### src/rtl/wrb_pkg.sv
package wrb_pkg;

  typedef enum logic [1:0] {
    TGT_CNT  = 2'd0,
    TGT_CMPA = 2'd1,
    TGT_CMPB = 2'd2,
    TGT_CAP  = 2'd3
  } tgt_e;

  localparam int NUM_TGT = 4;

  // Targets whose upper half is read straight from the register.
  function automatic logic reads_direct(tgt_e t);
    return (t == TGT_CMPA) || (t == TGT_CMPB);
  endfunction

endpackage

### src/rtl/wrb_rst_sync.sv
module wrb_rst_sync (
  input  logic clk,
  input  logic rst_n,
  output logic rst_sync_n
);
  logic [1:0] sync_q;

  always_ff @(posedge clk or negedge rst_n) begin
    if (!rst_n) sync_q <= 2'b00;
    else        sync_q <= {sync_q[0], 1'b1};
  end

  assign rst_sync_n = sync_q[1];
endmodule

### src/rtl/wrb_decode.sv
module wrb_decode
  import wrb_pkg::*;
#(
  parameter int ADDR_W = 3
) (
  input  logic [ADDR_W-1:0]  addr,
  input  logic               wr_en,
  input  logic               rd_en,
  output tgt_e               tgt,
  output logic               wr_hi,
  output logic               wr_lo,
  output logic               rd_snap,
  output logic [NUM_TGT-1:0] ld_stb
);
  logic half_hi;

  always_comb begin
    tgt     = tgt_e'(addr[2:1]);
    half_hi = addr[0];
    wr_hi   = wr_en & half_hi;
    wr_lo   = wr_en & ~half_hi;
    rd_snap = rd_en & ~wr_en & ~half_hi & ~reads_direct(tgt);
  end

  for (genvar g = 0; g < NUM_TGT; g++) begin : g_stb
    assign ld_stb[g] = wr_lo & (addr[2:1] == g[1:0]);
  end
endmodule

### src/rtl/wrb_temp.sv
module wrb_temp #(
  parameter int BYTE_W = 8
) (
  input  logic              clk,
  input  logic              rst_n,
  input  logic              wr_hi,
  input  logic [BYTE_W-1:0] wdata,
  input  logic              rd_snap,
  input  logic [BYTE_W-1:0] snap_byte,
  output logic [BYTE_W-1:0] tmp_q
);
  logic              tmp_en;
  logic [BYTE_W-1:0] tmp_d;

  always_comb begin
    tmp_en = wr_hi | rd_snap;
    if (wr_hi) tmp_d = wdata;
    else       tmp_d = snap_byte;
  end

  always_ff @(posedge clk or negedge rst_n) begin
    if (!rst_n)      tmp_q <= '0;
    else if (tmp_en) tmp_q <= tmp_d;
  end
endmodule

### src/rtl/wrb_counter.sv
module wrb_counter #(
  parameter int W = 16
) (
  input  logic         clk,
  input  logic         rst_n,
  input  logic         ld,
  input  logic [W-1:0] ld_val,
  input  logic         clr,
  input  logic         inc,
  output logic [W-1:0] cnt_q
);
  logic         cnt_en;
  logic [W-1:0] cnt_d;

  always_comb begin
    cnt_en = ld | clr | inc;
    if (ld)       cnt_d = ld_val;
    else if (clr) cnt_d = '0;
    else          cnt_d = cnt_q + W'(1);
  end

  always_ff @(posedge clk or negedge rst_n) begin
    if (!rst_n)      cnt_q <= '0;
    else if (cnt_en) cnt_q <= cnt_d;
  end
endmodule

### src/rtl/wrb_hold.sv
module wrb_hold #(
  parameter int W           = 16,
  parameter bit HAS_CAPTURE = 1'b0
) (
  input  logic         clk,
  input  logic         rst_n,
  input  logic         ld,
  input  logic [W-1:0] ld_val,
  input  logic         cap_evt,
  input  logic [W-1:0] cap_val,
  output logic [W-1:0] q
);
  logic         hold_en;
  logic [W-1:0] hold_d;
  logic         cap_take;

  if (HAS_CAPTURE) begin : g_cap
    assign cap_take = cap_evt;
  end else begin : g_nocap
    assign cap_take = 1'b0;
  end

  always_comb begin
    hold_en = ld | cap_take;
    if (ld) hold_d = ld_val;
    else    hold_d = cap_val;
  end

  always_ff @(posedge clk or negedge rst_n) begin
    if (!rst_n)       q <= '0;
    else if (hold_en) q <= hold_d;
  end
endmodule

### src/rtl/wide_reg_bridge.sv
module wide_reg_bridge
  import wrb_pkg::*;
#(
  parameter int BYTE_W = 8,
  parameter int ADDR_W = 3
) (
  input  logic                clk,
  input  logic                rst_n,
  input  logic [ADDR_W-1:0]   addr,
  input  logic                wr_en,
  input  logic                rd_en,
  input  logic [BYTE_W-1:0]   wdata,
  output logic [BYTE_W-1:0]   rdata,
  input  logic                cnt_en,
  input  logic                cnt_clr,
  input  logic                cap_evt,
  output logic [NUM_TGT-1:0]  ld_stb,
  output logic [2*BYTE_W-1:0] ld_data,
  output logic [2*BYTE_W-1:0] cnt_q,
  output logic [2*BYTE_W-1:0] cmpa_q,
  output logic [2*BYTE_W-1:0] cmpb_q,
  output logic [2*BYTE_W-1:0] cap_q
);
  localparam int WIDE_W = 2 * BYTE_W;

  logic              rst_sync_n;
  tgt_e              tgt;
  logic              wr_hi, wr_lo, rd_snap;
  logic [BYTE_W-1:0] tmp_q;
  logic [WIDE_W-1:0] sel_q;
  logic [WIDE_W-1:0] regs_q [NUM_TGT];

  wrb_rst_sync u_rst (
    .clk(clk), .rst_n(rst_n), .rst_sync_n(rst_sync_n)
  );

  wrb_decode #(.ADDR_W(ADDR_W)) u_dec (
    .addr(addr), .wr_en(wr_en), .rd_en(rd_en), .tgt(tgt),
    .wr_hi(wr_hi), .wr_lo(wr_lo), .rd_snap(rd_snap), .ld_stb(ld_stb)
  );

  assign ld_data = {tmp_q, wdata};

  wrb_temp #(.BYTE_W(BYTE_W)) u_tmp (
    .clk(clk), .rst_n(rst_sync_n), .wr_hi(wr_hi), .wdata(wdata),
    .rd_snap(rd_snap), .snap_byte(sel_q[WIDE_W-1:BYTE_W]), .tmp_q(tmp_q)
  );

  wrb_counter #(.W(WIDE_W)) u_cnt (
    .clk(clk), .rst_n(rst_sync_n), .ld(ld_stb[TGT_CNT]), .ld_val(ld_data),
    .clr(cnt_clr), .inc(cnt_en), .cnt_q(regs_q[TGT_CNT])
  );

  for (genvar g = 1; g < NUM_TGT; g++) begin : g_hold
    wrb_hold #(.W(WIDE_W), .HAS_CAPTURE(g == int'(TGT_CAP))) u_hold (
      .clk(clk), .rst_n(rst_sync_n), .ld(ld_stb[g]), .ld_val(ld_data),
      .cap_evt(cap_evt), .cap_val(regs_q[TGT_CNT]), .q(regs_q[g])
    );
  end

  always_comb begin
    sel_q = regs_q[tgt];
    if (!rd_en)              rdata = '0;
    else if (!addr[0])       rdata = sel_q[BYTE_W-1:0];
    else if (reads_direct(tgt)) rdata = sel_q[WIDE_W-1:BYTE_W];
    else                     rdata = tmp_q;
  end

  assign cnt_q  = regs_q[TGT_CNT];
  assign cmpa_q = regs_q[TGT_CMPA];
  assign cmpb_q = regs_q[TGT_CMPB];
  assign cap_q  = regs_q[TGT_CAP];
endmodule

### config.mk
export PLATFORM = sky130hd
export DESIGN_NAME = wide_reg_bridge
export DESIGN_NICKNAME = d
export VERILOG_FILES = /design/src/rtl/wrb_pkg.sv /design/src/rtl/wrb_rst_sync.sv /design/src/rtl/wrb_decode.sv /design/src/rtl/wrb_temp.sv /design/src/rtl/wrb_counter.sv /design/src/rtl/wrb_hold.sv /design/src/rtl/wide_reg_bridge.sv
export SDC_FILE = /design/constraint.sdc
export NUM_CORES = 1
export LEC_CHECK = 0
export BUFFER_PORTS_ARGS = -buffer_cell sky130_fd_sc_hd__buf_2
export CORE_ASPECT_RATIO = 0.5
export CORE_MARGIN = 2
export CORE_UTILIZATION = 40
export CTS_CLUSTER_DIAMETER = 30
export DETAILED_ROUTE_END_ITERATION = 6
export PLACE_DENSITY = 0.65
export SYNTH_ARGS = -nofsm -noshare
export SYNTH_HDL_FRONTEND = slang
export SYNTH_HIERARCHICAL = 1
export SYNTH_SLANG_ARGS = --single-unit
### constraint.sdc
create_clock -name clk -period 2.1 [get_ports clk]
set_input_delay 0.42 -clock clk [delete_from_list [all_inputs] [get_ports clk]]
set_output_delay 0.42 -clock clk [all_outputs]
set_load 0.05 [all_outputs]
==> results.ini <==
[synth]
netlist_instances=382
avgSynthCellArea_um2=11.7
synth_warnings=6
synth_area_um2=4470
synth_nets=405

[pwr]
power.internal_mw=3.10
p_clk_frac=0.271
irDropWorstVdd_mv=0.294
seqPwrFrac=0.367
power.total_mw=5.15
power.net_switching_mw=2.05
comb_power_share=0.362
p_sw_frac=0.399
leakage_nw=2.59
power_per_cell_area_nw_per_um2=948

[cells_and_area]
final_util=0.496
syn2layout_area_growth_pct=21.5
final_area_um2=5430
drive_gt1_frac=0.476
antenna_cells=0
layout.nets=514
layout.cells.non_filler=639

[placed_design]
dp_slack_ps=-62.6
dpl.hpwl_um=9050
place_congestion=0.840
portBuffers=109
postPlaceCellArea_um2=5140
place_inst=624

[run]
cap_violations=0

[global_routing]
grt_max_degree=73
grt_util_all_layers=0.213
antenna_found_initial=0
grt_pass1_wl_um=19800
grt_overflow_total=0
grt_pass1_vias=3456

[hold_path]
min_path_type=reg2async

[sta]
setup_viol=0
period_share=0.979
slew_viol_final=0
fin_ws_ps=44.8
skew_ps=8.18
fin_crit_ps=2060
worst_slew_pin_slew_ps=605
slew_headroom=0.596
hold_violations=0
fin_hold_ws_ps=284
max_freq_ghz=0.487
rsz0062_at_grt=yes
fin_tns_setup_ps=0

[critical_path]
worstPathRequired_ps=1680
cpLargestDelayFamily=buffers and inverters
endpoint_kind=output port
path_buf_inv=3
slowest_delay_ps=290
cp.arrival_ps=1640
slowest_stage=mux2_2
crit_fanout=24
path_class=in2out
start_kind=primary input
cp_common_cell=buf_2
crit_chain=buf_2, buf_12, mux2i_1, mux2_2, a21oi_2, buf_2

[floorplan]
die_w_um=154
core_area_um2=10900
chipHeight_um=78.8
pin_count=110
dieArea_um2=12100
row_count=27
start_util=0.409

[drt]
ant_nets=0
vias=3540
drtIter0Drc=325
drc=0
vias_per_cell=5.54
drt-pass1-iter-count=7
routed_wl_um=12500
wl_per_cell_um=19.6

[clock_network]
cts_buffers=9
root_buffer=clkbuf_16
clock_latency_ps=340
cts_tree=built
htree_levels=3
clk_pin_slew_ps=60
cts_setup_buffers=0
clock_sinks=74
clk_path_buf_depth=2

[run_status]
status=finished clean

==> worst reg2reg max path, cell delays in order (launching register included) <==
cell	delay, ps
dfrtp_1	530
nand4_2	200
or3_4	460
or4_1	480
nand3_1	90
==> power by group through the flow <==
stage | sequential, mW | clock (mW) | combinational (mW)
after floorplan | 2.61 | 0 | 0.692
after global placement | 1.90 | 0 | 1.85
after detailed placement | 1.91 | 0 | 1.87
after CTS | 1.89 | 1.43 | 1.88
after global routing | 1.93 | 1.49 | 1.96
final | 1.89 | 1.39 | 1.87
==> registers in the layout, indices dropped and copies added, names as in the netlist <==
name	flops
g_hold.u_hold/q	48
u_cnt/cnt_q	16
u_tmp/tmp_q	8
u_rst/sync_q	2
==> layer usage <==
| metal | vias to the layer above | share of wire | track usage |
|---|---|---|---|
| met4 | 0 | 0.011 | 0.0505 |
| li1 | 1610 | - | - |
| met1 | 1801 | 0.50 | 0.324 |
| met2 | 115 | 0.42 | 0.300 |
| met3 | 14 | 0.071 | 0.0573 |
| met5 | - | 0 | 0 |
==> placed cells by master (no fill, tap or decap), types with 3 or more instances in the layout <==
master     count
a21oi_1       11
dfrtp_2        9
xnor2_1        5
buf_2        109
o21ai_1       18
mux4_1         4
clkbuf_1       3
o221ai_1       7
a21oi_2        8
buf_12         4
mux4_2         4
buf_4         20
nor4_1         3
mux2i_1       41
ha_1           5
dfrtp_1       65
nor2_1         4
inv_1          3
o21ai_0       17
mux2_4        20
mux2_2        34
clkbuf_16      9
nand3_1        5
and3b_2        4
nand2_1       45
==> worst paths after layout <==
path	from	end	slack, ps	cells after the start
hold reg to reg	u_rst/sync_q[1]	u_tmp/tmp_q[5]	280	1
min in group clk	u_rst/sync_q[0]	u_rst/sync_q[1]	340	0
setup / recovery	addr[2]	rdata[6]	40	6
hold / removal	u_rst/sync_q[1]	u_tmp/tmp_q[5]	280	1
max in group asynchronous	u_rst/sync_q[1]	u_tmp/tmp_q[4]	1460	1
setup reg to reg	u_cnt/cnt_q[2]	u_cnt/cnt_q[15]	270	4
==> repair_timing <==
action                                  4_1_cts  5_1_grt
hold buffers                                  1        0
resized for setup                             4        4
endpoints found under the hold margin         2        0
endpoints found under the setup margin        3        6
==> final cells by class <==
type | count | area, um2
sequential | 74 | 1860
tap | 145 | 181
timing repair buffer | 135 | 797
clock buffer | 14 | 264
fill | 1032 | 5510
inverter | 3 | 11.3
multi-input combinational | 268 | 2320
Power figures use the tool's default switching activity.
